### config.mk
export PLATFORM = sky130hd
export DESIGN_NAME = sdram_trp_timer
export DESIGN_NICKNAME = d
export VERILOG_FILES = /design/src/rtl/sdram_trp_pkg.sv /design/src/rtl/sdram_trp_cfg.sv /design/src/rtl/sdram_trp_sel.sv /design/src/rtl/sdram_trp_cnt.sv /design/src/rtl/sdram_trp_timer.sv
export SDC_FILE = /design/constraint.sdc
export NUM_CORES = 1
export LEC_CHECK = 0
export CELL_PAD_IN_SITES_DETAIL_PLACEMENT = 2
export CELL_PAD_IN_SITES_GLOBAL_PLACEMENT = 2
export CORE_ASPECT_RATIO = 1.1
export CORE_MARGIN = 1
export CORE_UTILIZATION = 25
export CTS_CLUSTER_SIZE = 24
export DETAILED_ROUTE_END_ITERATION = 10
export PLACE_DENSITY_LB_ADDON = 0.1
export SYNTH_ARGS = -nofsm -noshare
export SYNTH_HDL_FRONTEND = slang
export SYNTH_SLANG_ARGS = --single-unit
### constraint.sdc
create_clock -name clk -period 1.62 [get_ports clk]
set_input_delay 0.243 -clock clk [delete_from_list [all_inputs] [get_ports clk]]
set_output_delay 0.243 -clock clk [all_outputs]
set_load 0.02 [all_outputs]
### src/rtl/sdram_trp_pkg.sv
package sdram_trp_pkg;

    // Kind of command that starts a precharge-to-activate wait
    typedef enum logic [1:0] {
        EV_NONE   = 2'd0,
        EV_SHORT  = 2'd1,   // all-bank precharge for refresh, or bank-active precharge
        EV_NORMAL = 2'd2,   // ordinary precharge
        EV_SREXIT = 2'd3    // self-refresh exit
    } trp_ev_e;

    // Wait length in cycles for an event kind under setting s
    function automatic int unsigned trp_wait(trp_ev_e kind, int unsigned s);
        case (kind)
            EV_SHORT:  return s;
            EV_NORMAL: return s + 1;
            EV_SREXIT: return 3 * s + 2;
            default:   return 0;
        endcase
    endfunction

endpackage

### src/rtl/sdram_trp_cfg.sv
module sdram_trp_cfg #(
    parameter int REG_W     = 16,
    parameter int SET_W     = 2,
    parameter int FIELD_LSB = 14
) (
    input  logic             clk,
    input  logic             por_n,
    input  logic             we,
    input  logic [REG_W-1:0] wdata,
    output logic [REG_W-1:0] rdata,
    output logic [SET_W-1:0] setting,
    output logic             init_done
);

    typedef struct packed {
        logic [REG_W-1:0] val;
        logic             init;
    } cfg_st_t;

    cfg_st_t st_d, st_q;

    always_comb begin
        st_d = st_q;
        if (we) begin
            st_d.val  = wdata;
            st_d.init = 1'b1;
        end
    end

    // Only the power-on reset clears the register and the init flag
    always_ff @(posedge clk or negedge por_n) begin
        if (!por_n) st_q <= '0;
        else        st_q <= st_d;
    end

    assign rdata     = st_q.val;
    assign setting   = st_q.val[FIELD_LSB +: SET_W];
    assign init_done = st_q.init;

    AST_CFG_HOLD: assert property (@(posedge clk) disable iff (!por_n)
        !we |=> $stable(rdata));
    AST_INIT_STICKY: assert property (@(posedge clk) disable iff (!por_n)
        init_done |=> init_done);
    AST_INIT_BY_WRITE: assert property (@(posedge clk) disable iff (!por_n)
        $rose(init_done) |-> $past(we));

endmodule

### src/rtl/sdram_trp_sel.sv
module sdram_trp_sel
    import sdram_trp_pkg::*;
#(
    parameter int SET_W = 2,
    parameter int CNT_W = 4
) (
    input  logic             ev_pre,
    input  logic             ev_pall_ref,
    input  logic             ev_pre_bam,
    input  logic             ev_srx,
    input  logic [SET_W-1:0] setting,
    output logic             load,
    output logic [CNT_W-1:0] load_val
);

    trp_ev_e kind;

    // Priority: self-refresh exit, then normal precharge, then shortened kinds
    always_comb begin
        if (ev_srx)                         kind = EV_SREXIT;
        else if (ev_pre)                    kind = EV_NORMAL;
        else if (ev_pall_ref || ev_pre_bam) kind = EV_SHORT;
        else                                kind = EV_NONE;
    end

    assign load     = (kind != EV_NONE);
    assign load_val = CNT_W'(trp_wait(kind, 32'(setting)));

endmodule

### src/rtl/sdram_trp_cnt.sv
module sdram_trp_cnt #(
    parameter int CNT_W = 4
) (
    input  logic             clk,
    input  logic             por_n,
    input  logic             mrst_n,
    input  logic             load,
    input  logic [CNT_W-1:0] load_val,
    output logic             idle
);

    typedef struct packed {
        logic [CNT_W-1:0] cnt;
    } cnt_st_t;

    cnt_st_t st_d, st_q;

    always_comb begin
        st_d = st_q;
        if (!mrst_n)
            st_d.cnt = '0;
        else if (load)
            st_d.cnt = load_val;
        else if (st_q.cnt != '0)
            st_d.cnt = st_q.cnt - 1'b1;
    end

    always_ff @(posedge clk or negedge por_n) begin
        if (!por_n) st_q <= '0;
        else        st_q <= st_d;
    end

    assign idle = (st_q.cnt == '0);

    AST_CNT_DECREMENT: assert property (@(posedge clk) disable iff (!por_n || !mrst_n)
        (!load && !idle) |=> (st_q.cnt == $past(st_q.cnt) - 1'b1));
    AST_CNT_RELOAD: assert property (@(posedge clk) disable iff (!por_n || !mrst_n)
        load |=> (st_q.cnt == $past(load_val)));

endmodule

### src/rtl/sdram_trp_timer.sv
module sdram_trp_timer
    import sdram_trp_pkg::*;
#(
    parameter int REG_W     = 16,
    parameter int SET_W     = 2,
    parameter int FIELD_LSB = 14
) (
    input  logic             clk,
    input  logic             por_n,
    input  logic             mrst_n,
    input  logic             cfg_we,
    input  logic [REG_W-1:0] cfg_wdata,
    output logic [REG_W-1:0] cfg_rdata,
    input  logic             bank_active,
    input  logic             ev_pre,
    input  logic             ev_pall_ref,
    input  logic             ev_pre_bam,
    input  logic             ev_srx,
    output logic             act_ok,
    output logic             init_done,
    output logic             cfg_err
);

    localparam int MAX_WAIT = 3 * ((1 << SET_W) - 1) + 2;
    localparam int CNT_W    = $clog2(MAX_WAIT + 1);

    logic [SET_W-1:0] setting;
    logic             load;
    logic [CNT_W-1:0] load_val;
    logic             idle;

    sdram_trp_cfg #(.REG_W(REG_W), .SET_W(SET_W), .FIELD_LSB(FIELD_LSB)) u_cfg (
        .clk       (clk),
        .por_n     (por_n),
        .we        (cfg_we),
        .wdata     (cfg_wdata),
        .rdata     (cfg_rdata),
        .setting   (setting),
        .init_done (init_done)
    );

    sdram_trp_sel #(.SET_W(SET_W), .CNT_W(CNT_W)) u_sel (
        .ev_pre      (ev_pre),
        .ev_pall_ref (ev_pall_ref),
        .ev_pre_bam  (ev_pre_bam),
        .ev_srx      (ev_srx),
        .setting     (setting),
        .load        (load),
        .load_val    (load_val)
    );

    sdram_trp_cnt #(.CNT_W(CNT_W)) u_cnt (
        .clk      (clk),
        .por_n    (por_n),
        .mrst_n   (mrst_n),
        .load     (load),
        .load_val (load_val),
        .idle     (idle)
    );

    assign act_ok  = init_done && idle;
    assign cfg_err = bank_active && (setting == SET_W'(1));

    AST_SREXIT_BLOCKS: assert property (@(posedge clk) disable iff (!por_n || !mrst_n)
        ev_srx |=> !act_ok);
    AST_NORMAL_BLOCKS: assert property (@(posedge clk) disable iff (!por_n || !mrst_n)
        ev_pre |=> !act_ok);

endmodule

### Word level (Yosys, flattened, before mapping)

Cells that the tools add are included.

| cells by class | value |
|---|---|
| add/subtract/negate cells | 3 |
| multipliers | 1 |
| eq/ne operators | 5 |
| multiplexer cells | 7 |
| reduce and logical (&&, ||, !) cells | 6 |

Operator list:

| operator | count |
|---|---|
| $mux 4 | 3 |
| $pmux 4 s3 | 1 |
| $add 4x2->4 const B | 1 |
| $eq 2x1->1 const B | 2 |
| $eq 2x2->1 const B | 2 |
| $logic_not 4->1 | 1 |
| $mul 2x2->4 const A | 1 |
| $mux 2 | 2 |
| $reduce_bool 4->1 | 1 |
| $sub 4x1->4 const B | 1 |
| $add 2x1->3 const B | 1 |
| $ne 3x1->1 const B | 1 |
| $logic_and 1x1->1 | 2 |
| $reduce_bool 2->1 | 1 |
| $logic_or 1x1->1 | 1 |
| $mux 1 | 1 |

| word-level totals | value |
|---|---|
| register bits | 21 |
| bits of input ports | 25 |
| output and inout port bits | 19 |

### Depth between registers and ports, before layout

| logic depth | value |
|---|---|
| word-level depth | 8 |
| gate-level depth with buffers | 6 |
| mapped depth without buffers | 6 |

### By module

From an unflattened synthesis, not the netlist that was laid out.

| second synthesis, totals | value |
|---|---|
| cell total of the unflattened synthesis | 82 |
| area total of the unflattened synthesis | 1066.0 um^2 |

Modules (own cells, without submodules):

| module | times used | cells each | area an instance (um^2) | sequential area each (um^2) |
|---|---|---|---|---|
| sdram_trp_cfg | 1 | 38 | 691.9 | 425.4 |
| sdram_trp_cnt | 1 | 26 | 249.0 | 100.1 |
| sdram_trp_sel | 1 | 16 | 110.1 | 0.0 |
| sdram_trp_timer | 1 | 2 | 15.0 | 0.0 |

### Worst setup path before layout

No wires, ideal clock.

| timing path | value |
|---|---|
| path kind | flip-flop to flip-flop |
| start | reg u_cfg.st_q (netlist bit u_cfg.rdata[14]) |
| end | reg u_cnt.st_q[1] (netlist bit) |
| arrival time | 1398 ps |
| required time | 1536 ps |
| slack | 138 ps |
| cell stages (with the launch flop) | 7 |
| period minus slack after synthesis | 1482 ps |
| cell sequence | dfrtp_1 inv_1 ha_1 inv_1 a221oi_1 o21ai_0 a21boi_0 |

| between the ends | value |
|---|---|
| longest elaborated chain between the ends | 5 |
| elaborated cells on any way between the ends | 6 |

RTL lines:

| item | line | text |
|---|---|---|
| from (decl) | sdram_trp_cfg.sv:20 | `cfg_st_t st_d, st_q;` |
| from (signal assigned) | sdram_trp_cfg.sv:33 | `else st_q <= st_d;` |
| $mul 2x2->4 | sdram_trp_pkg.sv:16 | `EV_SREXIT: return 3 * s + 2;` |
| $add 4x2->4 | sdram_trp_pkg.sv:16 |  |
| $pmux 4 s3 * | sdram_trp_pkg.sv:13 | `case (kind)` |
| $mux 4 * | sdram_trp_cnt.sv:22 | `else if (load)` |
| $mux 4 * | sdram_trp_cnt.sv:20 | `if (!mrst_n)` |
| to (signal assigned) | sdram_trp_cnt.sv:30 | `else st_q <= st_d;` |
| to (decl) | sdram_trp_cnt.sv:16 | `cnt_st_t st_d, st_q;` |

Mark *: on every way between the ends. The rest lies on a longest branch, timed or not.
A chain may end at the register's enable or synchronous reset.

### Worst setup path after layout

| timing path | value |
|---|---|
| start | reg u_cnt.st_q[1] (netlist bit) |
| end | out act_ok |

| between the ends | value |
|---|---|
| longest elaborated chain between the ends | 2 |

RTL lines:

| item | line | text |
|---|---|---|
| $logic_not 4->1 | sdram_trp_cnt.sv:33 | `assign idle = (st_q.cnt == '0);` |
| $logic_and 1x1->1 | sdram_trp_timer.sv:61 | `assign act_ok = init_done && idle;` |
| to (decl) | sdram_trp_timer.sv:19 | `output logic act_ok,` |

Every way passes these cells.

==> impl_metrics.py <==
metrics = {
    "finish": {
        "num-fill-cells": 399,
        "design_area_mm2": 0.00169,
        "n_antenna_cell": 0,
        "synthToLayoutAreaGrowth_pct": 71.2,
        "post-route-util_pct": 45.5,
        "final_cell_mix": "clkdlybuf4s50_1, dfrtp_1, buf_4",
        "mostFrequentLayoutCell": "clkdlybuf4s50_1",
        "layout-drive-gt1-share_pct": 32.9,
        "nets": 173,
    },
    "yosys": {
        "synth_top_family_by_area": "multiplexers",
        "synth_xor_area_share_pct": 2.66,
        "synth_cell_type_count": 24,
        "synth_area_um2": 987,
        "synth-simple-area-share_pct": 13.3,
        "dominantRegCellSynth": "dfrtp_1",
        "ys_seq_area_share_pct": 53.2,
        "synth-compound-area-share_pct": 6.08,
        "synth_warnings": 0,
        "yosys_register_bits": 21,
        "syn_nets": 109,
        "synth_cells": 80,
        "synth_edf_count": 0,
        "avgSynthCellArea_um2": 12.3,
        "synthArstFlopShare_pct": 100,
        "synth_fa_ha_area_share_pct": 5.07,
        "yosys-mux-area-fraction_pct": 16.0,
    },
    "global_routing": {
        "antenna_found_initial": 0,
        "grt_overflow": 0,
        "grt_pass1_vias": 892,
        "grt_use_met1_pct": 15.6,
        "met3_usage_pct": 4.16,
        "grt_max_degree": 22,
        "grt_first_pass_wirelength_um": 4260,
        "grt_use_total_pct": 15.0,
        "use_met2_pct": 27.2,
        "grt_busiest_layer": "met2",
    },
    "clock_network": {
        "root_buffer": "clkbuf_8",
        "cts_buffers": 3,
        "cts.clk_slew.worst_paths_ps": 80,
        "insertion_delay_ps": 270,
        "htreeDepth": 1,
        "numClockSinks": 21,
        "hold_buffers": 0,
        "tritoncts": "done",
        "clockBufferDepth": 2,
    },
    "sta": {
        "rsz0062_at_grt": "yes",
        "finalCritPeriodShare_pct": 98.9,
        "drv_slew": 0,
        "fmax_mhz": 624,
        "hold_violations": 0,
        "slew_headroom_pct": 76.4,
        "worst_slew_pin_slew_ps": 354,
        "period_needed_ps": 1600,
        "final.setup_skew_ps": 1.55,
        "finalSetupViolCount": 0,
    },
    "setup_path": {
        "crit_start": "u_cnt.st_q[1]",
        "reg2reg_slack_ps": 90,
        "path_class": "reg2out",
        "cp.arrival_ps": 1360,
        "worstReg2RegEnd": "u_cnt.st_q[0]",
        "cpPeakStageDelay_ps": 380,
        "crit_end": "act_ok",
        "path_cells": "inv_1, ha_4, nor3b_4, and2_4, buf_6",
        "required_ps": 1380,
        "critPathMaxFanout": 2,
        "reg2reg_depth": 8,
        "reg2reg_from": "u_cnt.st_q[1]",
        "start_kind": "flip-flop",
        "worst_path_max_delay_cell": "dfrtp_1",
        "cp-end-kind": "output port",
    },
    "job": {
        "maxCapViolations": 0,
    },
    "routing": {
        "avgViaCountPerCell": 4.43,
        "dr.pass1.iters": 6,
        "wirelength_um": 2910,
        "drc": 0,
        "vias": 855,
        "wl_per_cell_um": 15.1,
        "drtIter0Drc": 17,
        "ant_nets": 0,
    },
    "floorplanning": {
        "design.core.area_mm2": 0.00371,
        "die_height_um": 67.9,
        "ios": 44,
        "fp.dieW_um": 61.9,
        "die_area_mm2": 0.00420,
        "rows": 23,
        "initial_utilization_pct": 26.6,
    },
    "power": {
        "p_int_uw": 1010,
        "p_switching_uw": 415,
        "p_leak_uw": 0.000732,
        "combPwrFrac_pct": 32.4,
        "p_per_area_mw_per_mm2": 843,
        "p_sw_share_pct": 29.1,
        "power_frac_seq_pct": 42.1,
        "peakVddDrop_mv": 0.453,
        "pwr-share-clk_pct": 25.6,
    },
    "placement": {
        "dpl_cell_area_mm2": 0.00159,
        "dp_hpwl_um": 2220,
        "gp_congestion": 0.704,
        "port_buffers": 43,
    },
    "outcome": {
        "status": "finished clean",
    },
    "worst_hold_path": {
        "hold_path.class": "in2async",
    },
}
==> power groups by stage <==
stage | Sequential, uW | Combinational, uW | Clock, uW
2_1_floorplan | 658 | 125 | 0
3_3_place_gp | 605 | 416 | 0
3_5_place_dp | 609 | 427 | 0
4_1_cts | 600 | 457 | 375
5_1_grt | 605 | 497 | 407
6_report | 599 | 461 | 365
==> synthesized netlist by cell type (2+ instances only) <==
library cell	n	share of area, %
and2_1	3	1.9
dfrtp_1	21	53
ha_1	4	5.1
o21ai_0	5	2.5
nand2_1	5	1.9
or2_2	2	1.3
mux2_2	14	16
inv_1	6	2.3
nor2b_1	2	1.3
buf_2	2	1.0
xnor2_1	3	2.7
==> through the flow <==
stage               worst slack, ps  setup TNS, ps  total power (uW)  hold WS [ps]  instances
CTS                            7.66              0              1430           328        191
finish                         18.2              0              1420           314        193
detailed placement             -238           -498              1040           498        185
floorplan                       138              0               783         -52.6         80
global placement               -158           -227              1020           479        185
global route                  -56.5          -56.5              1510           336        193
==> cells by family (layout without fill, tap and decap cells) <==
logic type | count (synthesis) | after routing
and+or+nand+nor | 20 | 20
xor gates and xnor gates | 3 | 3
AOI/OAI and AO/OA | 9 | 9
adders and majority gates | 4 | 4
muxes | 14 | 14
buffers and inverters | 9 | 72
DFF | 21 | 21
==> how the worst min path moves through the flow <==
| stage | from | end | slack [ps] | cells past startpoint |
|---|---|---|---|---|
| final | por_n | u_cfg.rdata[7] | 310 | 2 |
| after global routing | por_n | u_cfg.rdata[7] | 340 | 2 |
| after CTS | por_n | u_cfg.rdata[7] | 330 | 2 |
| after detailed placement | u_cfg.rdata[10] | u_cfg.rdata[10] | 500 | 1 |
| after global placement | u_cfg.init_done | u_cfg.init_done | 480 | 1 |
| after floorplan | por_n | u_cfg.init_done | -50 | 0 |
==> worst max-delay path, delay by kind of cell (launching register included) <==
family | cells | cell delay (ps)
buffers and inverters | 2 | 210
adders and majority gates | 1 | 140
and+or+nand+nor | 2 | 360
DFF | 1 | 380
==> state kept, by name (all words and copies together) (netlist names) <==
signal           cells
u_cfg.init_done      1
u_cfg.rdata         16
u_cnt.st_q           4
==> final cells by class <==
class                   count  area (um2)  area share (%)
repair buffers             61         577            34.1
flip-flops and latches     21         526            31.1
multi-input cells          50         453            26.8
well taps                  50        62.6            3.70
clock buffers               3        41.3            2.44
inverters                   7        26.3            1.55
clock inverters             1        5.00           0.296
==> layer usage <==
metal	routed length, um	share of wire, %
met1	1070	37
met2	1640	57
met3	139	4.8
met4	56	1.9
met5	0	0
==> repair_timing <==
action | 4_1_cts | 5_1_grt
gates cloned | 0 | 0
pin swaps | 1 | 3
gates resized for setup | 14 | 5
buffers inserted | 2 | 2
endpoints found under the setup margin | 2 | 6
Note: power is estimated with default switching activity, not from simulation.
